[src/rtl/raster_pkg.sv]
package raster_pkg;

    // Default scan geometry: 800x600 at 60 Hz with a 40 MHz pixel clock
    localparam int unsigned DEF_H_VISIBLE = 800;
    localparam int unsigned DEF_H_FRONT   = 40;
    localparam int unsigned DEF_H_SYNC    = 128;
    localparam int unsigned DEF_H_BACK    = 88;
    localparam int unsigned DEF_V_VISIBLE = 600;
    localparam int unsigned DEF_V_FRONT   = 1;
    localparam int unsigned DEF_V_SYNC    = 4;
    localparam int unsigned DEF_V_BACK    = 23;

    // Decoded per-position flags that travel through the delay chain
    typedef struct packed {
        logic hs;
        logic vs;
        logic act;
    } raster_flags_t;

    localparam raster_flags_t FLAGS_IDLE = '{hs: 1'b0, vs: 1'b0, act: 1'b0};

    // True when pos falls inside [lo, lo+len)
    function automatic logic in_span(input int unsigned pos,
                                     input int unsigned lo,
                                     input int unsigned len);
        return (pos >= lo) && (pos < lo + len);
    endfunction

endpackage

[src/rtl/raster_axis_counter.sv]
module raster_axis_counter #(
    parameter int unsigned TOTAL = 1056,
    localparam int unsigned W    = $clog2(TOTAL)
) (
    input  logic         clk,
    input  logic         rst,
    input  logic         adv,
    output logic [W-1:0] count,
    output logic         at_last
);
    localparam logic [W-1:0] LAST = W'(TOTAL - 1);

    assign at_last = (count == LAST);

    always_ff @(posedge clk) begin
        if (rst) begin
            count <= '0;
        end else if (adv) begin
            count <= at_last ? '0 : count + W'(1);
        end
    end
endmodule

[src/rtl/raster_decode.sv]
module raster_decode
    import raster_pkg::*;
#(
    parameter int unsigned H_VISIBLE = DEF_H_VISIBLE,
    parameter int unsigned H_FRONT   = DEF_H_FRONT,
    parameter int unsigned H_SYNC    = DEF_H_SYNC,
    parameter int unsigned V_VISIBLE = DEF_V_VISIBLE,
    parameter int unsigned V_FRONT   = DEF_V_FRONT,
    parameter int unsigned V_SYNC    = DEF_V_SYNC,
    parameter int unsigned HW        = 11,
    parameter int unsigned VW        = 10
) (
    input  logic [HW-1:0]  h_pos,
    input  logic [VW-1:0]  v_pos,
    output raster_flags_t  flags
);
    localparam int unsigned H_SYNC_START = H_VISIBLE + H_FRONT;
    localparam int unsigned V_SYNC_START = V_VISIBLE + V_FRONT;

    always_comb begin
        flags.hs  = in_span(32'(h_pos), H_SYNC_START, H_SYNC);
        flags.vs  = in_span(32'(v_pos), V_SYNC_START, V_SYNC);
        flags.act = in_span(32'(h_pos), 0, H_VISIBLE) && in_span(32'(v_pos), 0, V_VISIBLE);
    end
endmodule

[src/rtl/raster_flag_delay.sv]
module raster_flag_delay
    import raster_pkg::*;
#(
    parameter int unsigned DEPTH = 1
) (
    input  logic          clk,
    input  logic          rst,
    input  raster_flags_t d_in,
    output raster_flags_t d_out
);
    generate
        if (DEPTH == 0) begin : g_bypass
            assign d_out = d_in;
        end else begin : g_chain
            raster_flags_t stage [DEPTH];

            always_ff @(posedge clk) begin
                if (rst) begin
                    for (int k = 0; k < int'(DEPTH); k++) begin
                        stage[k] <= FLAGS_IDLE;
                    end
                end else begin
                    stage[0] <= d_in;
                    for (int k = 1; k < int'(DEPTH); k++) begin
                        stage[k] <= stage[k-1];
                    end
                end
            end

            assign d_out = stage[DEPTH-1];
        end
    endgenerate
endmodule

[src/rtl/raster_timing_gen.sv]
module raster_timing_gen
    import raster_pkg::*;
#(
    parameter int unsigned H_VISIBLE  = DEF_H_VISIBLE,
    parameter int unsigned H_FRONT    = DEF_H_FRONT,
    parameter int unsigned H_SYNC     = DEF_H_SYNC,
    parameter int unsigned H_BACK     = DEF_H_BACK,
    parameter int unsigned V_VISIBLE  = DEF_V_VISIBLE,
    parameter int unsigned V_FRONT    = DEF_V_FRONT,
    parameter int unsigned V_SYNC     = DEF_V_SYNC,
    parameter int unsigned V_BACK     = DEF_V_BACK,
    parameter int unsigned SYNC_DELAY = 1,
    localparam int unsigned H_TOTAL   = H_VISIBLE + H_FRONT + H_SYNC + H_BACK,
    localparam int unsigned V_TOTAL   = V_VISIBLE + V_FRONT + V_SYNC + V_BACK,
    localparam int unsigned HW        = $clog2(H_TOTAL),
    localparam int unsigned VW        = $clog2(V_TOTAL)
) (
    input  logic          clk,
    input  logic          rst,
    output logic [HW-1:0] h_count,
    output logic [VW-1:0] v_count,
    output logic          h_sync,
    output logic          v_sync,
    output logic          video_active
);
    logic          h_last;
    logic          v_last;
    raster_flags_t raw_flags;
    raster_flags_t late_flags;

    // Column counter steps every clock
    raster_axis_counter #(.TOTAL(H_TOTAL)) u_h_ctr (
        .clk     (clk),
        .rst     (rst),
        .adv     (1'b1),
        .count   (h_count),
        .at_last (h_last)
    );

    // Row counter steps when the column counter wraps
    raster_axis_counter #(.TOTAL(V_TOTAL)) u_v_ctr (
        .clk     (clk),
        .rst     (rst),
        .adv     (h_last),
        .count   (v_count),
        .at_last (v_last)
    );

    raster_decode #(
        .H_VISIBLE (H_VISIBLE),
        .H_FRONT   (H_FRONT),
        .H_SYNC    (H_SYNC),
        .V_VISIBLE (V_VISIBLE),
        .V_FRONT   (V_FRONT),
        .V_SYNC    (V_SYNC),
        .HW        (HW),
        .VW        (VW)
    ) u_decode (
        .h_pos (h_count),
        .v_pos (v_count),
        .flags (raw_flags)
    );

    // Aligns the flags with the colour path latency
    raster_flag_delay #(.DEPTH(SYNC_DELAY)) u_delay (
        .clk   (clk),
        .rst   (rst),
        .d_in  (raw_flags),
        .d_out (late_flags)
    );

    assign h_sync       = late_flags.hs;
    assign v_sync       = late_flags.vs;
    assign video_active = late_flags.act;

    // v_last only marks the frame end for observers; kept unused here
    logic unused_ok;
    assign unused_ok = v_last;
endmodule

[config.mk]
export PLATFORM = sky130hd
export DESIGN_NAME = raster_timing_gen
export DESIGN_NICKNAME = d
export VERILOG_FILES = /design/src/rtl/raster_pkg.sv /design/src/rtl/raster_axis_counter.sv /design/src/rtl/raster_decode.sv /design/src/rtl/raster_flag_delay.sv /design/src/rtl/raster_timing_gen.sv
export SDC_FILE = /design/constraint.sdc
export NUM_CORES = 1
export LEC_CHECK = 0
export ABC_AREA = 1
export BUFFER_PORTS_ARGS = -buffer_cell sky130_fd_sc_hd__buf_2
export CORE_AREA = 2 2 61 63
export DETAILED_ROUTE_END_ITERATION = 12
export DIE_AREA = 0 0 63 65
export MAX_ROUTING_LAYER = met4
export SETUP_SLACK_MARGIN = 0.15
export SLEW_MARGIN = 20
export SYNTH_ARGS = -nofsm -noshare
export SYNTH_HDL_FRONTEND = slang
export SYNTH_SLANG_ARGS = --single-unit
[constraint.sdc]
create_clock -name clk -period 1.85 [get_ports clk]
set_clock_uncertainty 0.2 [all_clocks]
set_input_delay 0.555 -clock clk [delete_from_list [all_inputs] [get_ports clk]]
set_output_delay 0.555 -clock clk [all_outputs]
set_load 0.01 [all_outputs]
Word-level counts from Yosys, hierarchy flattened
Memories as Yosys holds them, arrays and structs flattened.
Index checks and enable logic that the tools add are counted.
W data, S select, Z words.
{ "word_totals": {"regBits": 21, "ramBits": 3, "input_bits": 2, "out_inout_bits": 24, "wordCells": 24, "memories": 1} }
{ "op_classes": {"addsub": 2, "magnitude_cmp": 6, "n_eq_ne": 2, "n_mux": 6, "n_reduce_logical": 5} }
{ "memory_table": {"columns": ["name", "words", "width", "read_ports", "rd_ports_with_merged_regs", "write_ports", "line_no", "source"], "rows": [
  ["u_delay.g_chain.stage", 1, 3, 1, 0, 1, "raster_flag_delay.sv:15", "raster_flags_t stage [DEPTH];"]
]} }
{ "op_table": {"columns": ["operator", "count"], "rows": [
  ["$lt A11 B10 Y1 const B", 2],
  ["$lt A10 B10 Y1 const B", 2],
  ["$add A11 B1 Y11 const B", 1],
  ["$eq A11 B11 Y1 const B", 1],
  ["$ge A11 B10 Y1 const B", 1],
  ["$add A10 B1 Y10 const B", 1],
  ["$eq A10 B10 Y1 const B", 1],
  ["$ge A10 B10 Y1 const B", 1],
  ["$mux W10", 1],
  ["$mux W1", 4],
  ["$logic_and A1 B1 Y1", 3],
  ["$mux W3", 1],
  ["$reduce_or A3 Y1", 1],
  ["$reduce_or A2 Y1", 1]
]} }

Logic depth before layout (Yosys ltp)
Gate-level depths: netlist of run 1.
{ "logic_depth": {"depth_word": 3, "ltp_mapped": 8, "ltp_nobuf": 8} }

Hierarchy
From an unflattened synthesis of run 1, not the netlist that was laid out.
{ "hier_totals": {"cells_unflattened": 201, "area_unflattened_um2": 1313.8} }
{ "by_module_without_submodules": {"columns": ["mod", "n_inst", "cells_per_inst", "area_each_um2", "seq_area_each_um2"], "rows": [
  ["raster_axis_counter (u_h_ctr)", 1, 88, 580.6, 220.2],
  ["raster_axis_counter (u_v_ctr)", 1, 72, 508.0, 200.2],
  ["raster_decode", 1, 31, 138.9, 0.0],
  ["raster_flag_delay", 1, 9, 82.6, 60.1],
  ["raster_timing_gen", 1, 1, 3.8, 0.0]
]} }

Worst setup path after synthesis of run 1
No wires, ideal clock.
{ "synth_timing": {"kind": "reg2reg", "from": "register u_h_ctr.count[0]", "to": "register u_h_ctr.count[3]", "setup_ns": 0.122, "arrival_ns": 1.285, "required_time_ns": 1.528, "path_slack_ns": 0.243, "stages_incl_launch_ff": 8, "n_path_buf": 1, "synth_period_minus_slack_ns": 1.607, "cell_sequence": "dfxtp_1 ha_1 nand3_2 inv_2 nand3_2 nand2_2 buf_4 nor3b_2"} }
{ "synth_between": {"elab_chain_cells": 2, "elab_cells_between_ends": 3, "cone_classes": "add/sub (1); eq/ne (1); reduce/logical (1)"} }
{ "synth_lines": {"columns": ["element", "line_no", "source"], "rows": [
  ["start: declaration", "raster_axis_counter.sv:8", "output logic [W-1:0] count,"],
  ["start signal: assignment", "raster_axis_counter.sv:19", "count <= at_last ? '0 : count + W'(1);"],
  ["branches (longest 2 deep; another with $add A11 B1 Y11)", null, null]
]} }
Parallel ways; which one is timed is not known.
A chain may end at the register's enable or synchronous reset.

Worst setup path after layout of run 1
{ "layout_timing": {"from": "register u_v_ctr.count[9]", "to": "output v_count[9]"} }
{ "layout_lines": {"columns": ["element", "line_no", "source"], "rows": [
  ["start: declaration", "raster_axis_counter.sv:8", null],
  ["start signal: assignment", "raster_axis_counter.sv:19", null],
  ["end: declaration", "raster_timing_gen.sv:21", "output logic [VW-1:0] v_count,"]
]} }
No word-level cell between the ends.

==> impl_metrics.prom, run 1 <==
# TYPE chip_impl_metric gauge
chip_impl_info{name="run_status",value="finished, final reports clean"} 1
chip_impl_info{name="worst-setup-path-type",value="reg2out"} 1
chip_impl_metric{name="ant_nets",unit=""} 0
chip_impl_metric{name="grt.total_usage",unit="%"} 16.26
chip_impl_metric{name="sum_of_overflow_across_all_layers_after_global_routing",unit=""} 0
chip_impl_metric{name="ys_warn_count",unit=""} 0
chip_impl_info{name="synth.largest_area_cell",value="sky130_fd_sc_hd__dfxtp_1"} 1
chip_impl_metric{name="firstDrtPassIters",unit=""} 4
chip_impl_metric{name="post_synth_num_cell_types",unit=""} 25
chip_impl_metric{name="switching_share",unit="%"} 22.36
chip_impl_metric{name="power.share.sequential",unit="%"} 62.2
chip_impl_metric{name="placed_cells",unit=""} 275
chip_impl_metric{name="final-hold-violation-count",unit=""} 0
chip_impl_metric{name="initial_utilization",unit="%"} 38.12
chip_impl_metric{name="slew_viol_final",unit=""} 0
chip_impl_metric{name="post_synth_xor_area_fraction",unit="%"} 1.972
chip_impl_metric{name="yosys.area_share.simple",unit="%"} 41.31
chip_impl_metric{name="synth.net_count",unit=""} 208
chip_impl_metric{name="io_buffer_count",unit=""} 25
chip_impl_metric{name="h-tree-depth",unit=""} 1
chip_impl_metric{name="post_route_cells_drive_above_1_share",unit="%"} 27.04
chip_impl_info{name="worst_path_dominant_cell_family",value="flip-flops"} 1
chip_impl_metric{name="layout.cells.non_filler",unit=""} 281
chip_impl_metric{name="comb_power_share",unit="%"} 4.9
chip_impl_metric{name="fmax",unit="MHz"} 603.1
chip_impl_metric{name="cts_made_buffers",unit=""} 3
chip_impl_metric{name="netlist_area",unit="um2"} 1333
chip_impl_metric{name="setup.reg_to_reg.worst_slack",unit="ps"} 260
chip_impl_metric{name="via_count_of_the_first_global_routing_pass",unit=""} 1189
chip_impl_metric{name="detail_route.drc_violations",unit=""} 0
chip_impl_metric{name="arrival",unit="ps"} 900
chip_impl_metric{name="clkTransAtPathRegs",unit="ps"} 130
chip_impl_metric{name="worst_skew_pair.late_latency",unit="ps"} 320
chip_impl_metric{name="syn-instance-count",unit=""} 201
chip_impl_metric{name="syn_avg_cell_area",unit="um2"} 6.629
chip_impl_metric{name="synthAdderAreaFrac",unit="%"} 4.695
chip_impl_metric{name="areaGrowthSynthToFinish",unit="%"} 20.75
chip_impl_metric{name="min_delay_path_depth",unit=""} 2
chip_impl_metric{name="dpl.hpwl",unit="mm"} 2.409
chip_impl_metric{name="totalWireLength",unit="mm"} 3.173
chip_impl_metric{name="ys_seq_area_share",unit="%"} 36.06
chip_impl_metric{name="crit_required",unit="ps"} 1090
chip_impl_info{name="yosys.cell_count.top_type",value="sky130_fd_sc_hd__nand2_1"} 1
chip_impl_info{name="critPathCaptureType",value="primary output"} 1
chip_impl_metric{name="avgRoutedWirePerCell",unit="um"} 11.29
chip_impl_info{name="synth_flop_cell",value="sky130_fd_sc_hd__dfxtp_1"} 1
chip_impl_metric{name="io-pin-count",unit=""} 26
chip_impl_metric{name="clock_sink_count",unit=""} 24
chip_impl_metric{name="power.ir.vdd_worst",unit="mV"} 0.4057
chip_impl_metric{name="count_of_flip_flops_with_a_built_in_enable_after_synthesis",unit=""} 0
chip_impl_metric{name="dr.first_iter.drc_count",unit=""} 67
chip_impl_metric{name="drt-vias-per-instance",unit=""} 4.626
chip_impl_metric{name="core_area",unit="um2"} 3496
chip_impl_metric{name="rows",unit=""} 22
chip_impl_metric{name="postCtsHoldBufs",unit=""} 0
chip_impl_metric{name="cp.buffers_inverters",unit=""} 1
chip_impl_metric{name="vias",unit=""} 1300
chip_impl_metric{name="maxCapViolCount",unit=""} 0
chip_impl_metric{name="synth-seq-cells",unit=""} 24
chip_impl_info{name="crit_slowest_cell",value="sky130_fd_sc_hd__dfxtp_1"} 1
chip_impl_metric{name="yosysTopAreaCellShare",unit="%"} 36.06
chip_impl_info{name="critical_path.reg2reg.endpoint",value="u_v_ctr.count[5]$_SDFFE_PP0N_"} 1
chip_impl_metric{name="synth.mux.area_fraction",unit="%"} 0
chip_impl_metric{name="globalplace.congestion",unit=""} 0.8586
chip_impl_metric{name="power.net_switching",unit="mW"} 0.1907
chip_impl_info{name="min-delay-start",value="rst"} 1
chip_impl_metric{name="fillCellCount",unit=""} 387
chip_impl_info{name="start_kind",value="flip-flop"} 1
chip_impl_info{name="clockRootBuffer",value="sky130_fd_sc_hd__clkbuf_4"} 1
chip_impl_metric{name="layout_net_count",unit=""} 241
chip_impl_metric{name="timing.final.setup_violations",unit=""} 0
chip_impl_metric{name="post-route-period-util",unit="%"} 89.63
chip_impl_info{name="worstHoldEndpoint",value="u_v_ctr.count[8]$_SDFFE_PP0N_"} 1
chip_impl_metric{name="die-width",unit="um"} 63
chip_impl_info{name="grt_setup_unrepaired",value="no"} 1
chip_impl_metric{name="synth_compound_area_share",unit="%"} 7.512
chip_impl_info{name="cells_along_the_critical_path",value="buf_2"} 1
chip_impl_info{name="combinational_family_with_the_most_area_after_synthesis",value="simple AND/OR/NAND/NOR gates"} 1
chip_impl_info{name="hold_path.class",value="in2reg"} 1
chip_impl_metric{name="antenna_found_initial",unit=""} 0
chip_impl_info{name="leading_cell_types_by_total_area_after_synthesis",value="sky130_fd_sc_hd__dfxtp_1 36%, sky130_fd_sc_hd__nand2_1 13%, sky130_fd_sc_hd__nor2_1 11%"} 1
chip_impl_info{name="ys_top_cells_by_count",value="47 x sky130_fd_sc_hd__nand2_1, 38 x sky130_fd_sc_hd__nor2_1, 26 x sky130_fd_sc_hd__inv_1"} 1
chip_impl_metric{name="fin_crit",unit="ps"} 1658
chip_impl_info{name="worstReg2RegStart",value="u_h_ctr.count[0]$_SDFF_PP0_"} 1
chip_impl_metric{name="clockPowerShare",unit="%"} 32.9
chip_impl_metric{name="cts_max_path_buffers",unit=""} 2
chip_impl_metric{name="grt_start_max_net_pins",unit=""} 14
chip_impl_metric{name="slew_headroom",unit="%"} 81.47
chip_impl_info{name="tritoncts",value="done"} 1
chip_impl_metric{name="dieArea",unit="um2"} 4095
chip_impl_metric{name="postSynth.asyncResetShare",unit="%"} 0
chip_impl_metric{name="final_layout_setup_total_negative_slack",unit="ps"} 0
chip_impl_metric{name="dieHeight",unit="um"} 65
chip_impl_metric{name="timing.hold.ws",unit="ps"} 177.7
chip_impl_metric{name="grt_first_pass_wirelength",unit="mm"} 5.126
chip_impl_metric{name="critical-path-max-stage-delay",unit="ps"} 420
chip_impl_metric{name="p_int",unit="mW"} 0.6621
chip_impl_metric{name="cp_max_fo",unit=""} 5
chip_impl_metric{name="antennaDiodeCount",unit=""} 0
chip_impl_metric{name="p_leak",unit="nW"} 0.7309
chip_impl_metric{name="timing.reg2reg.worst_path_depth",unit=""} 8
chip_impl_metric{name="power_density",unit="nW/um2"} 530.0
chip_impl_metric{name="worst-slew-pin-transition",unit="ps"} 275.8
-- worst max path at each step --
stage | from | to | slack (ps) | cells past startpoint
detailed placement | u_h_ctr.count[0]$_SDFF_PP0_ | u_h_ctr.count[7]$_SDFF_PP0_ | 200 | 7
global placement | u_v_ctr.count[0]$_SDFFE_PP0N_ | u_v_ctr.count[6]$_SDFFE_PP0N_ | 240 | 8
global route | u_h_ctr.count[4]$_SDFF_PP0_ | h_count[4] | 150 | 1
CTS | u_h_ctr.count[10]$_SDFF_PP0_ | h_count[10] | 150 | 1
floorplan | u_h_ctr.count[0]$_SDFF_PP0_ | u_h_ctr.count[3]$_SDFF_PP0_ | 240 | 7
finish | u_v_ctr.count[9]$_SDFFE_PP0N_ | v_count[9] | 190 | 1
-- logic make-up (layout without fill, tap and decap cells) --
family,Yosys count,count (layout)
simple gates,122,122
fa+ha+maj,5,5
buf+inv,29,61
compound gates,18,18
xor+xnor,3,3
flops,24,24
-- cells in the final DEF, fill, tap and decap left out, drive strengths merged, types with 2 or more instances in the layout --
cell    count
nor2       42
nand4       5
o21ai       3
a21oi      11
nand3      19
inv        28
xor2        2
clkbuf      4
ha          5
nand2      49
nand3b      2
buf        29
o21bai      2
a211oi      2
nor3b       2
dfxtp      24
-- cell type report --
type / instances / area [um2] / share of cell area (%)
clock buffers: 4 / 36.28 / 2.255
repair buffers: 29 / 155.1 / 9.642
flip-flops and latches: 24 / 503.0 / 31.26
well taps: 48 / 60.06 / 3.733
multi-input cells: 148 / 747.0 / 46.42
inverters: 28 / 107.6 / 6.687
-- worst reg2reg max path: cells and delay by family (launching register included) --
| kind | cells | cell delay [ps] |
|---|---|---|
| fa+ha+maj | 1 | 190 |
| buf+inv | 1 | 100 |
| simple gates | 6 | 640 |
| flops | 1 | 380 |
-- sequential cells by signal, indices dropped and copies added (netlist names) --
register               flops
u_v_ctr.count             10
u_delay.g_chain.stage      3
u_h_ctr.count             11
-- metal layers --
metal  wire length (um)  up-vias  track usage [%]
met2               1515       26            27.79
met3                123        5            2.431
met1               1474      571            18.87
met4                 60        0            7.500
met5                  0        -                -
li1                   -      698                -
-- metrics by stage --
step                util, %  power, mW  instance area, um2  setup slack [ps]
finish                46.03     0.8528                1609             191.8
global route          46.03     0.8922                1609             150.1
CTS                   44.99     0.8646                1573             153.1
detailed placement    43.63     0.5822                1525             200.4
global placement      43.63     0.5817                1525             238.0
floorplan                 -     0.5680                1333             242.9
-- power by group through the flow --
stage,Clock [mW],Combinational (mW),Sequential (mW)
floorplan,0,0.0240,0.544
CTS,0.294,0.0411,0.530
detailed placement,0,0.0410,0.541
global route,0.312,0.0489,0.531
global placement,0,0.0409,0.541
finish,0.280,0.0421,0.530
-- timing repair --
action                     4_1_cts  5_1_grt
setup endpoints to repair        9       27
setup buffers                    0        2
pin swaps                        0        1
gates resized for setup          9       11
(Power assumes the default switching activity.)
==> run 2: changes to the inputs <==
--- a/config.mk
+++ b/config.mk
@@ -7,10 +7,11 @@
 export LEC_CHECK = 0
 export ABC_AREA = 1
 export BUFFER_PORTS_ARGS = -buffer_cell sky130_fd_sc_hd__buf_2
-export CORE_AREA = 2 2 61 63
+export CORE_AREA = 2 2 58 60
 export DETAILED_ROUTE_END_ITERATION = 12
-export DIE_AREA = 0 0 63 65
+export DIE_AREA = 0 0 60 62
 export MAX_ROUTING_LAYER = met4
+export PLACE_DENSITY = 0.65
 export SETUP_SLACK_MARGIN = 0.15
 export SLEW_MARGIN = 20
 export SYNTH_ARGS = -nofsm -noshare
==> impl_metrics.prom, run 2 (same netlist as run 1, synthesis figures left out) <==
# TYPE chip_impl_metric gauge
chip_impl_info{name="run_status",value="finished, final reports clean"} 1
chip_impl_metric{name="globalplace.congestion",unit=""} 0.8545
chip_impl_metric{name="arrival",unit="ps"} 900
chip_impl_metric{name="dr.first_iter.drc_count",unit=""} 101
chip_impl_metric{name="power.share.sequential",unit="%"} 61.9
chip_impl_metric{name="clock_sink_count",unit=""} 24
chip_impl_metric{name="comb_power_share",unit="%"} 5.6
chip_impl_metric{name="post_route_cells_drive_above_1_share",unit="%"} 27.35
chip_impl_metric{name="slew_headroom",unit="%"} 79.88
chip_impl_metric{name="fin_crit",unit="ps"} 1654
chip_impl_metric{name="io_buffer_count",unit=""} 25
chip_impl_metric{name="dieArea",unit="um2"} 3720
chip_impl_metric{name="post-route-period-util",unit="%"} 89.42
chip_impl_metric{name="h-tree-depth",unit=""} 1
chip_impl_metric{name="total_power",unit="mW"} 0.8516
chip_impl_metric{name="worst_skew_pair.late_latency",unit="ps"} 310
chip_impl_info{name="min-delay-start",value="rst"} 1
chip_impl_metric{name="rows",unit=""} 21
chip_impl_metric{name="final-hold-violation-count",unit=""} 0
chip_impl_metric{name="dieHeight",unit="um"} 62
chip_impl_metric{name="io-pin-count",unit=""} 26
chip_impl_metric{name="finish.instance_area",unit="um2"} 1635
chip_impl_metric{name="vias",unit=""} 1348
chip_impl_metric{name="detail_route.drc_violations",unit=""} 0
chip_impl_info{name="critical_path.reg2reg.endpoint",value="u_v_ctr.count[5]$_SDFFE_PP0N_"} 1
chip_impl_metric{name="areaGrowthSynthToFinish",unit="%"} 22.72
chip_impl_metric{name="slew_viol_final",unit=""} 0
chip_impl_metric{name="dpl.hpwl",unit="mm"} 2.372
chip_impl_metric{name="final_layout_setup_total_negative_slack",unit="ps"} 0
chip_impl_metric{name="drt-vias-per-instance",unit=""} 4.814
chip_impl_metric{name="switching_share",unit="%"} 22.23
chip_impl_info{name="worstReg2RegStart",value="u_h_ctr.count[1]$_SDFF_PP0_"} 1
chip_impl_metric{name="worst-slew-pin-transition",unit="ps"} 299.5
chip_impl_info{name="worstHoldEndpoint",value="u_v_ctr.count[8]$_SDFFE_PP0N_"} 1
chip_impl_metric{name="clkTransAtPathRegs",unit="ps"} 130
chip_impl_info{name="largestRegisters",value="u_h_ctr.count x11, u_v_ctr.count x10, u_delay.g_chain.stage x3"} 1
chip_impl_metric{name="cts_max_path_buffers",unit=""} 2
chip_impl_metric{name="postCtsHoldBufs",unit=""} 0
chip_impl_metric{name="timing.reg2reg.worst_path_depth",unit=""} 8
chip_impl_metric{name="p_leak",unit="nW"} 0.7377
chip_impl_info{name="layout_common_cells",value="47 x sky130_fd_sc_hd__nand2_1, 38 x sky130_fd_sc_hd__nor2_1, 26 x sky130_fd_sc_hd__inv_1"} 1
chip_impl_metric{name="core_area",unit="um2"} 3179
chip_impl_metric{name="crit_required",unit="ps"} 1090
chip_impl_info{name="cells_along_the_critical_path",value="buf_2"} 1
chip_impl_metric{name="critical-path-max-stage-delay",unit="ps"} 430
chip_impl_metric{name="totalWireLength",unit="mm"} 3.117
chip_impl_metric{name="min_delay_path_depth",unit=""} 2
chip_impl_metric{name="sum_of_overflow_across_all_layers_after_global_routing",unit=""} 0
chip_impl_info{name="start_kind",value="flip-flop"} 1
chip_impl_metric{name="grt_start_max_net_pins",unit=""} 14
chip_impl_info{name="grt_setup_unrepaired",value="yes"} 1
chip_impl_metric{name="antenna_found_initial",unit=""} 0
chip_impl_metric{name="initial_utilization",unit="%"} 41.91
chip_impl_metric{name="largest_register_ffs",unit=""} 11
chip_impl_info{name="worstSetupStartpoint",value="u_v_ctr.count[2]$_SDFFE_PP0N_"} 1
chip_impl_info{name="layout_commonest_cell",value="sky130_fd_sc_hd__nand2_1"} 1
chip_impl_metric{name="maxCapViolCount",unit=""} 0
chip_impl_metric{name="cp.buffers_inverters",unit=""} 1
chip_impl_metric{name="grt.total_usage",unit="%"} 18.44
chip_impl_metric{name="timing.final.setup_violations",unit=""} 0
chip_impl_info{name="hold_path.class",value="in2reg"} 1
chip_impl_info{name="critPathCaptureType",value="primary output"} 1
chip_impl_info{name="clockRootBuffer",value="sky130_fd_sc_hd__clkbuf_4"} 1
chip_impl_metric{name="power.net_switching",unit="mW"} 0.1893
chip_impl_info{name="tritoncts",value="done"} 1
chip_impl_metric{name="die-width",unit="um"} 60
chip_impl_metric{name="firstDrtPassIters",unit=""} 4
chip_impl_metric{name="avgRoutedWirePerCell",unit="um"} 11.13
chip_impl_metric{name="cts_made_buffers",unit=""} 3
chip_impl_metric{name="ant_nets",unit=""} 0
chip_impl_metric{name="power_density",unit="nW/um2"} 520.8
chip_impl_metric{name="layout_net_count",unit=""} 242
chip_impl_metric{name="fmax",unit="MHz"} 604.5
chip_impl_metric{name="clockPowerShare",unit="%"} 32.5
chip_impl_metric{name="antennaDiodeCount",unit=""} 0
chip_impl_metric{name="setup.reg_to_reg.worst_slack",unit="ps"} 240
chip_impl_metric{name="fillCellCount",unit=""} 344
chip_impl_info{name="crit_slowest_cell",value="sky130_fd_sc_hd__dfxtp_2"} 1
chip_impl_info{name="worst_path_dominant_cell_family",value="flip-flops"} 1
chip_impl_metric{name="grt_first_pass_wirelength",unit="mm"} 5.085
chip_impl_metric{name="p_int",unit="mW"} 0.6624
chip_impl_metric{name="power.ir.vdd_worst",unit="mV"} 0.3533
chip_impl_metric{name="cp_max_fo",unit=""} 8
chip_impl_metric{name="dpl-instance-area",unit="um2"} 1530
chip_impl_metric{name="via_count_of_the_first_global_routing_pass",unit=""} 1190
chip_impl_info{name="most_flop_heavy_register",value="u_h_ctr.count"} 1
chip_impl_info{name="worst-setup-path-type",value="reg2out"} 1
-- run 2: timing repair --
action	in CTS	in global routing
pin swaps	0	1
gates resized for setup	8	17
setup buffers	0	2
setup endpoints to repair	8	28
-- run 2: area by class of cell --
cell class                 count  area (um2)  share of cell area, %
multi-input combinational    148       754.5                  46.14
tap                           46       57.56                  3.520
clock buffer                   4       36.28                  2.219
inverter                      28       107.6                  6.580
sequential                    24       506.7                  30.99
timing repair buffer          30       172.7                  10.56
-- run 2: per-layer routing --
layer / share of wire, % / up-vias / global-route usage [%]
met5: 0 / - / -
met4: 0.99 / 0 / 6.667
met3: 4.0 / 4 / 2.484
met2: 49 / 31 / 30.12
met1: 46 / 611 / 23.36
li1: - / 702 / -
-- run 2: power groups by stage --
stage          combinational (mW)  clock (mW)  sequential (mW)
5_1_grt                    0.0548       0.316            0.529
6_report                   0.0474       0.277            0.527
3_3_place_gp               0.0439           0            0.540
2_1_floorplan              0.0240           0            0.544
4_1_cts                    0.0442       0.288            0.529
3_5_place_dp               0.0441           0            0.540
-- run 2: per-stage QoR --
stage / hold WS (ps) / setup WS [ps] / utilization (%) / cells
6_report: 203.0 / 195.7 / 51.44 / 280
3_5_place_dp: 290.7 / 185.5 / 48.13 / 274
4_1_cts: 196.3 / 153.5 / 49.59 / 278
3_3_place_gp: 290.0 / 192.3 / 48.13 / 274
2_1_floorplan: 280.0 / 242.9 / - / 201
5_1_grt: 190.9 / 106.2 / 51.44 / 280
-- run 2: worst max-delay path by stage --
stage	endpoint	cells after the start	slack [ps]
after detailed placement	u_v_ctr.count[9]$_SDFFE_PP0N_	8	190
after floorplan	u_h_ctr.count[3]$_SDFF_PP0_	7	240
after CTS	v_count[3]	1	150
after global routing	u_v_ctr.count[9]$_SDFFE_PP0N_	8	110
after global placement	u_v_ctr.count[9]$_SDFFE_PP0N_	8	190
final	v_count[2]	1	200
==> run 3: changes to the inputs <==
--- a/config.mk
+++ b/config.mk
@@ -7,9 +7,9 @@
 export LEC_CHECK = 0
 export ABC_AREA = 1
 export BUFFER_PORTS_ARGS = -buffer_cell sky130_fd_sc_hd__buf_2
-export CORE_AREA = 2 2 58 60
+export CORE_AREA = 2 2 55 63
 export DETAILED_ROUTE_END_ITERATION = 12
-export DIE_AREA = 0 0 60 62
+export DIE_AREA = 0 0 57 65
 export MAX_ROUTING_LAYER = met4
 export PLACE_DENSITY = 0.65
 export SETUP_SLACK_MARGIN = 0.15
==> impl_metrics.prom, run 3 (same netlist as run 1, synthesis figures left out) <==
# TYPE chip_impl_metric gauge
chip_impl_metric{name="grt_first_pass_wirelength",unit="mm"} 5.168
chip_impl_metric{name="detail_route.drc_violations",unit=""} 0
chip_impl_metric{name="ant_nets",unit=""} 0
chip_impl_metric{name="final-hold-violation-count",unit=""} 0
chip_impl_metric{name="areaGrowthSynthToFinish",unit="%"} 20.94
chip_impl_info{name="worst_path_dominant_cell_family",value="flip-flops"} 1
chip_impl_metric{name="fmax",unit="MHz"} 599.9
chip_impl_metric{name="via_count_of_the_first_global_routing_pass",unit=""} 1204
chip_impl_metric{name="dieArea",unit="um2"} 3705
chip_impl_metric{name="grt.total_usage",unit="%"} 18.08
chip_impl_metric{name="globalplace.congestion",unit=""} 0.8654
chip_impl_metric{name="postCtsHoldBufs",unit=""} 0
chip_impl_info{name="critPathCaptureType",value="primary output"} 1
chip_impl_metric{name="post-route-period-util",unit="%"} 90.11
chip_impl_metric{name="layout_net_count",unit=""} 240
chip_impl_metric{name="total_power",unit="mW"} 0.9618
chip_impl_metric{name="timing.final.setup_violations",unit=""} 0
chip_impl_info{name="hold_path.class",value="in2reg"} 1
chip_impl_metric{name="avgRoutedWirePerCell",unit="um"} 11.21
chip_impl_metric{name="timing.hold.ws",unit="ps"} 178.3
chip_impl_metric{name="dieHeight",unit="um"} 65
chip_impl_metric{name="vias",unit=""} 1305
chip_impl_info{name="grt_setup_unrepaired",value="yes"} 1
chip_impl_metric{name="worst-slew-pin-transition",unit="ps"} 260.3
chip_impl_metric{name="slew_headroom",unit="%"} 82.49
chip_impl_metric{name="largest_register_ffs",unit=""} 11
chip_impl_info{name="tritoncts",value="done"} 1
chip_impl_metric{name="cp.buffers_inverters",unit=""} 1
chip_impl_info{name="largestRegisters",value="u_h_ctr.count x11, u_v_ctr.count x10, u_delay.g_chain.stage x3"} 1
chip_impl_metric{name="arrival",unit="ps"} 910
chip_impl_metric{name="antennaDiodeCount",unit=""} 0
chip_impl_metric{name="p_leak",unit="nW"} 0.7319
chip_impl_metric{name="sum_of_overflow_across_all_layers_after_global_routing",unit=""} 0
chip_impl_metric{name="initial_utilization",unit="%"} 42.46
chip_impl_info{name="cells_along_the_critical_path",value="buf_2"} 1
chip_impl_metric{name="io-pin-count",unit=""} 26
chip_impl_metric{name="firstDrtPassIters",unit=""} 4
chip_impl_metric{name="final_layout_setup_total_negative_slack",unit="ps"} 0
chip_impl_metric{name="rows",unit=""} 22
chip_impl_metric{name="layout_setup_ws",unit="ps"} 183.1
chip_impl_metric{name="cts_max_path_buffers",unit=""} 2
chip_impl_metric{name="worst_skew_pair.late_latency",unit="ps"} 330
chip_impl_metric{name="clock_sink_count",unit=""} 24
chip_impl_info{name="run_status",value="finished, final reports clean"} 1
chip_impl_info{name="start_kind",value="flip-flop"} 1
chip_impl_metric{name="power.ir.vdd_worst",unit="mV"} 0.4488
chip_impl_metric{name="slew_viol_final",unit=""} 0
chip_impl_metric{name="fillCellCount",unit=""} 342
chip_impl_metric{name="maxCapViolCount",unit=""} 0
chip_impl_metric{name="cp_max_fo",unit=""} 8
chip_impl_info{name="layout_common_cells",value="47 x sky130_fd_sc_hd__nand2_1, 37 x sky130_fd_sc_hd__nor2_1, 26 x sky130_fd_sc_hd__inv_1"} 1
chip_impl_metric{name="crit_required",unit="ps"} 1090
chip_impl_metric{name="cts_made_buffers",unit=""} 3
chip_impl_info{name="clockRootBuffer",value="sky130_fd_sc_hd__clkbuf_4"} 1
chip_impl_metric{name="io_buffer_count",unit=""} 25
chip_impl_info{name="worst-setup-path-type",value="reg2out"} 1
chip_impl_metric{name="fin_crit",unit="ps"} 1667
chip_impl_metric{name="clkTransAtPathRegs",unit="ps"} 140
chip_impl_metric{name="core_area",unit="um2"} 3138
chip_impl_metric{name="power_density",unit="nW/um2"} 596.8
chip_impl_metric{name="preCtsSetupSlack",unit="ps"} 200.7
chip_impl_metric{name="die-width",unit="um"} 57
chip_impl_metric{name="dr.first_iter.drc_count",unit=""} 26
chip_impl_metric{name="grt_start_max_net_pins",unit=""} 15
chip_impl_metric{name="dpl.hpwl",unit="mm"} 2.340
chip_impl_info{name="most_flop_heavy_register",value="u_h_ctr.count"} 1
chip_impl_metric{name="drt-vias-per-instance",unit=""} 4.869
chip_impl_metric{name="totalWireLength",unit="mm"} 3.005
chip_impl_info{name="layout_commonest_cell",value="sky130_fd_sc_hd__nand2_1"} 1
chip_impl_info{name="crit_slowest_cell",value="sky130_fd_sc_hd__dfxtp_2"} 1
chip_impl_metric{name="h-tree-depth",unit=""} 1
chip_impl_metric{name="antenna_found_initial",unit=""} 0
chip_impl_metric{name="post_route_cells_drive_above_1_share",unit="%"} 26.72
chip_impl_metric{name="critical-path-max-stage-delay",unit="ps"} 430
==> run 3: changes by cell type in the layout (fill, tap and decap cells not counted) <==
cell | before | now
sky130_fd_sc_hd__nor2_2 | 3 | 4
sky130_fd_sc_hd__nand2_4 | 1 | 0
sky130_fd_sc_hd__buf_4 | 4 | 2
sky130_fd_sc_hd__nand2_2 | 1 | 2
sky130_fd_sc_hd__buf_6 | 2 | 1
sky130_fd_sc_hd__bufinv_16 | 0 | 1
sky130_fd_sc_hd__nor2_1 | 38 | 37
sky130_fd_sc_hd__inv_4 | 1 | 0
sky130_fd_sc_hd__clkbuf_8 | 1 | 0
sky130_fd_sc_hd__buf_2 | 24 | 25
sky130_fd_sc_hd__dfxtp_1 | 7 | 8
sky130_fd_sc_hd__dfxtp_2 | 15 | 14
sky130_fd_sc_hd__inv_2 | 1 | 2
==> run 3: report_power, final <==
group | switching [mW] | total, mW | internal (mW)
clock network | 0.172 | 0.391 | 0.219
logic | 0.0245 | 0.0414 | 0.0168
registers | 0.00691 | 0.529 | 0.522
total | 0.203 | 0.962 | 0.758
==> run 3: worst reg2reg max path, cell delays in order (launching register included) <==
cell,delay [ps]
sky130_fd_sc_hd__dfxtp_4,390
sky130_fd_sc_hd__ha_2,210
sky130_fd_sc_hd__nand3_4,80
sky130_fd_sc_hd__inv_2,100
sky130_fd_sc_hd__nand2_1,90
sky130_fd_sc_hd__nor2_4,210
sky130_fd_sc_hd__nand3_1,90
sky130_fd_sc_hd__nand2_1,80
sky130_fd_sc_hd__nor2_1,40
==> run 3: per-layer routing <==
metal	share of wire, %	track usage (%)
met5	0	-
met3	3.8	2.794
met4	1.9	7.558
met1	44	20.98
met2	50	30.89
==> run 3: metrics by stage <==
step | cell area [um2] | util, % | instances
after floorplan | 1333 | - | 201
after detailed placement | 1510 | 48.13 | 263
after global routing | 1612 | 51.36 | 268
after CTS | 1572 | 50.08 | 267
final | 1612 | 51.36 | 268
after global placement | 1510 | 48.13 | 263
==> run 3: layout make-up <==
cell class | instances | area (um2) | area share [%]
inverters | 28 | 105.1 | 6.522
flip-flops and latches | 24 | 505.5 | 31.37
clock inverters | 1 | 30.03 | 1.863
multi-input cells | 148 | 752.0 | 46.66
well taps | 36 | 45.04 | 2.795
repair buffers | 28 | 151.4 | 9.394
clock buffers | 3 | 22.52 | 1.398
==> run 3: repair_timing <==
| item | in CTS | in global routing |
|---|---|---|
| endpoints found under the setup margin | 7 | 29 |
| pin swaps | 0 | 1 |
| setup buffers | 0 | 1 |
| gates resized for setup | 7 | 15 |
| cloned | 0 | 0 |
==> run 3: worst paths after layout <==
kind                            startpoint                            end  slack, ps  cells past startpoint
max          u_v_ctr.count[2]$_SDFFE_PP0N_                     v_count[2]        180                      1
max reg2reg    u_h_ctr.count[0]$_SDFF_PP0_  u_v_ctr.count[9]$_SDFFE_PP0N_        280                      8
min                                    rst  u_v_ctr.count[8]$_SDFFE_PP0N_        180                      2
min reg2reg    u_h_ctr.count[0]$_SDFF_PP0_    u_h_ctr.count[0]$_SDFF_PP0_        250                      1
